<file path="config.mk">
export PLATFORM = sky130hd
export DESIGN_NAME = mgmt_bitbang_port
export DESIGN_NICKNAME = d
export VERILOG_FILES = /design/src/rtl/mgmt_bitbang_port.sv
export SDC_FILE = /design/constraint.sdc
export NUM_CORES = 1
export LEC_CHECK = 0
export ABC_AREA = 1
export BUFFER_PORTS_ARGS = -buffer_cell sky130_fd_sc_hd__buf_4
export CORE_MARGIN = 2
export CORE_UTILIZATION = 32
export CTS_BUF_LIST = sky130_fd_sc_hd__clkbuf_16
export DETAILED_ROUTE_END_ITERATION = 8
export PLACE_DENSITY = 0.84
export SETUP_SLACK_MARGIN = 0.1
export SYNTH_ARGS = -nofsm -noshare
export SYNTH_HDL_FRONTEND = slang
export SYNTH_SLANG_ARGS = --single-unit
export TNS_END_PERCENT = 10
</file>
<file path="constraint.sdc">
create_clock -name clk -period 1.05 [get_ports clk]
set_clock_uncertainty 0.05 [all_clocks]
set_input_delay 0.0525 -clock clk [delete_from_list [all_inputs] [get_ports clk]]
set_output_delay 0.0525 -clock clk [all_outputs]
set_load 0.01 [all_outputs]
</file>
<file path="src/rtl/mgmt_bitbang_port.sv">
module mgmt_bitbang_port #(
  parameter int ADDR_W     = 8,
  parameter int DATA_W     = 32,
  parameter int REG_OFFSET = 8
) (
  input  logic              clk,
  input  logic              rst_n,
  input  logic              reg_sel,
  input  logic              reg_wr,
  input  logic [ADDR_W-1:0] reg_addr,
  input  logic [DATA_W-1:0] reg_wdata,
  output logic [DATA_W-1:0] reg_rdata,
  input  logic              mdio_i,
  output logic              mdio_o,
  output logic              mdio_oe,
  output logic              mdc_o,
  output logic              mdc_oe,
  output logic              phy_rst_n_o,
  output logic              phy_rst_oe
);

  localparam int B_DATA = 0;
  localparam int B_CLK  = 1;
  localparam int B_TXEN = 2;
  localparam int B_RST  = 3;
  localparam int B_EN   = 4;
  localparam int NFIELD = 5;

  logic [NFIELD-1:0] ctrl;
  logic              sync1, sync2;
  logic              hit, wr_hit, rd_hit;
  logic              unused_hi;

  assign hit    = reg_sel && (reg_addr == ADDR_W'(REG_OFFSET));
  assign wr_hit = hit && reg_wr;
  assign rd_hit = hit && !reg_wr;
  assign unused_hi = ^reg_wdata[DATA_W-1:NFIELD];

  always_ff @(posedge clk or negedge rst_n) begin
    if (!rst_n)      ctrl <= '0;
    else if (wr_hit) ctrl <= reg_wdata[NFIELD-1:0];
  end

  always_ff @(posedge clk) begin
    sync1 <= mdio_i;
    sync2 <= sync1;
  end

  assign mdio_o      = ctrl[B_DATA];
  assign mdio_oe     = ctrl[B_EN] & ctrl[B_TXEN];
  assign mdc_o       = ctrl[B_CLK];
  assign mdc_oe      = ctrl[B_EN];
  assign phy_rst_n_o = ~ctrl[B_RST];
  assign phy_rst_oe  = ctrl[B_EN];

  assign reg_rdata = rd_hit ? DATA_W'({ctrl[NFIELD-1:1], sync2}) : '0;

  AST_RESET_RELEASED: assert property (@(posedge clk)
    $rose(rst_n) |-> !mdio_oe && !mdc_oe && !phy_rst_oe);

  AST_DRIVE_DATA: assert property (@(posedge clk) disable iff (!rst_n)
    $past(wr_hit && reg_wdata[B_EN] && reg_wdata[B_TXEN])
      |-> mdio_oe && (mdio_o == $past(reg_wdata[B_DATA])));

  AST_DATA_RELEASED: assert property (@(posedge clk) disable iff (!rst_n)
    $past(wr_hit && reg_wdata[B_EN] && !reg_wdata[B_TXEN])
      |-> !mdio_oe && mdc_oe && phy_rst_oe);

  AST_ALL_FLOAT: assert property (@(posedge clk) disable iff (!rst_n)
    $past(wr_hit && !reg_wdata[B_EN]) |-> !mdio_oe && !mdc_oe && !phy_rst_oe);

  AST_CLK_LEVEL: assert property (@(posedge clk) disable iff (!rst_n)
    $past(wr_hit) |-> mdc_o == $past(reg_wdata[B_CLK]));

  AST_RST_LEVEL: assert property (@(posedge clk) disable iff (!rst_n)
    $past(wr_hit) |-> phy_rst_n_o == !$past(reg_wdata[B_RST]));

  AST_PIN_READBACK: assert property (@(posedge clk) disable iff (!rst_n)
    rd_hit |-> reg_rdata[0] == $past(mdio_i, 2));

  AST_NO_SELF_MOTION: assert property (@(posedge clk) disable iff (!rst_n)
    !$past(wr_hit) |-> $stable({mdio_o, mdio_oe, mdc_o, mdc_oe, phy_rst_n_o, phy_rst_oe}));

endmodule

</file>
==> impl_metrics.py <==
metrics = {
    "finish": {
        "drive_gt1_frac": 0.413,
        "fill_cells": 175,
        "final_cell_mix": "buf_4 (33), conb_1 (27), nand2_1 (12)",
        "nNetsFinal": 155,
        "layout_commonest_cell": "buf_4",
        "diodes": 0,
        "fin_cells": 134,
        "area_growth_pct": 46.8,
    },
    "sta": {
        "fmax_ghz": 0.993,
        "hold_ws_ns": 0.0313,
        "min_period_ns": 1.01,
        "hold_viol": 0,
        "setup_viol": 0,
        "period_share": 0.959,
        "rsz0062_at_grt": "true",
        "slew_violations": 0,
    },
    "route": {
        "route.detailed.drc": 0,
        "ant_nets": 0,
        "wire_per_inst_um": 8.16,
        "vias": 476,
        "drt_wl_total_mm": 1.09,
        "vias_per_cell": 3.55,
        "dr.pass1.iters": 2,
        "drt_iter0_drc": 4,
    },
    "synth": {
        "yosys-top-cells-area": "buf_4 (35%), dfrtp_1 (21%), nand2_1 (7.6%)",
        "synth_top_family_by_area": "buffers and inverters",
        "yosys.area_share.xor_xnor": 0,
        "yosysTopAreaCell": "buf_4",
        "muxShareOfSynthArea": 0,
        "syn-instance-count": 72,
        "synth_compound_area_frac": 0,
        "synth-simple-area-share": 0.323,
        "ys.warnings.count": 0,
        "avgSynthCellArea_um2": 8.24,
        "syn_area_um2": 593,
        "seq_area_frac_synth": 0.278,
        "synthDistinctLibCells": 14,
        "synth_top_cell_area_share": 0.354,
        "synthAdderAreaFrac": 0,
        "yosys_register_bits": 7,
    },
    "critical_path": {
        "critPathMaxStageDelay_ns": 0.40,
        "cp_num_buf_inv": 2,
        "crit_path_start_kind": "flop",
        "cp_max_fo": 4,
        "arrival_ns": 0.90,
        "path_class": "reg -> out",
        "worstSetupEndpointType": "output port",
        "crit_path_frequent_cell": "buf_4",
        "cp_top_family": "flip-flops",
        "cp_cell_sequence": "buf_4 -> buf_4",
        "slowest_stage": "dfrtp_1",
        "cp.required_ns": 0.95,
    },
    "clock_network": {
        "cts-root-buf": "clkbuf_16",
        "clkLatencyLatePin_ns": 0.23,
        "clock_sinks": 7,
        "tritoncts": "done",
        "max-clock-path-buffers": 2,
        "cts_buffers": 3,
        "path_clk_slew_ns": 0.04,
        "cts_max_level": 1,
    },
    "die": {
        "initial_core_util": 0.343,
        "die_h_um": 47.1,
        "std_cell_rows": 15,
        "core-area_mm2": 0.00173,
        "dieArea_mm2": 0.00221,
        "fp.dieW_um": 47.1,
        "io_pins": 83,
    },
    "place": {
        "dp_cells": 124,
        "portBuffers": 28,
        "place.gp.congestion": 0.660,
        "dp_hpwl_um": 923,
    },
    "grt": {
        "gr-total-overflow": 0,
        "track_usage": 0.105,
        "antenna_found_initial": 0,
        "grt_start_max_net_pins": 8,
        "grt_pass1_wl_mm": 1.59,
        "grt_pass1_vias": 377,
    },
    "pwr": {
        "irDropWorstVdd_uv": 550,
        "power_density_mw_per_mm2": 1230,
        "leakage_nw": 0.532,
    },
    "run_status": {
        "outcome": "finished, final reports clean",
    },
    "run": {
        "max_cap_violations": 0,
    },
    "min_path": {
        "worstHoldPathType": "in -> reg",
    },
}
==> cells in the mapped netlist <==
master     n
buf_4     28
nand3_4    1
nor2_4     1
inv_1      6
nor2_8     1
dfxtp_1    2
nor2_1     7
nand2_1   12
conb_1     1
nand2_4    1
nand4_1    5
dfrtp_1    5
or2_4      1
nand3b_4   1
==> worst min-delay path, stage by stage <==
cell	delay, ns
buf_4	0.08
nand4_1	0.08
nand2_1	0.06
==> routing by layer <==
layer	share of wire	routed length (um)	global-route usage
met5	0	0	0
met1	0.35	385	0.107
met4	0	0	0.0667
met2	0.52	568	0.186
met3	0.13	141	0.0308
==> layout make-up <==
| type | count | area [um2] | share of cell area |
|---|---|---|---|
| repair buffers | 35 | 268 | 0.307 |
| multi-input cells | 57 | 305 | 0.351 |
| inverters | 6 | 22.5 | 0.0259 |
| clock inverters | 1 | 3.75 | 0.00431 |
| flip-flops and latches | 7 | 165 | 0.190 |
| well taps | 25 | 31.3 | 0.0359 |
| clock buffers | 3 | 75.1 | 0.0862 |
==> power by group <==
group,total [mW],switching (mW),internal (mW)
registers,0.284,0.00475,0.280
clock network,0.626,0.132,0.494
logic,0.157,0.0890,0.0684
total,1.07,0.225,0.842
==> stage by stage <==
step                cell area, um2  worst slack (ns)  utilization  total power [mW]  setup TNS (ns)
global route                   871            0.0166        0.504              1.11               0
global placement               729            0.0442        0.422             0.424               0
finish                         871            0.0426        0.504              1.07               0
CTS                            858            0.0643        0.497              1.07               0
detailed placement             729          -0.00190        0.422             0.428        -0.00190
floorplan                      691             0.199            -             0.435               0
==> kinds of logic (layout without fill, tap and decap cells) <==
group,after synthesis,after routing
buffers and inverters,34,45
DFF,7,7
other,1,27
and+or+nand+nor,30,30
==> what timing repair did <==
action,in CTS,in global routing
resized for setup,3,1
endpoints found under the hold margin,6,0
pin swaps,3,1
endpoints found under the setup margin,6,6
setup buffers,3,1
hold buffers,2,0
==> path summary, 6_finish.rpt <==
path | startpoint | depth (start not counted) | slack, ns | to
worst max register to register | ctrl[4] | 4 | 0.13 | ctrl[4]
max in group asynchronous | rst_n | 2 | 0.72 | ctrl[0]
worst min-delay path | reg_wdata[4] | 3 | 0.03 | ctrl[4]
worst max-delay path | ctrl[4] | 2 | 0.04 | mdc_oe
min in group asynchronous | rst_n | 2 | 0.12 | ctrl[1]
worst min register to register | sync1 | 0 | 0.27 | sync2
==> sequential cells by signal, indices dropped and copies added (netlist names) <==
signal	count
ctrl	5
sync2	1
sync1	1
Power figures use the tool's default switching activity.
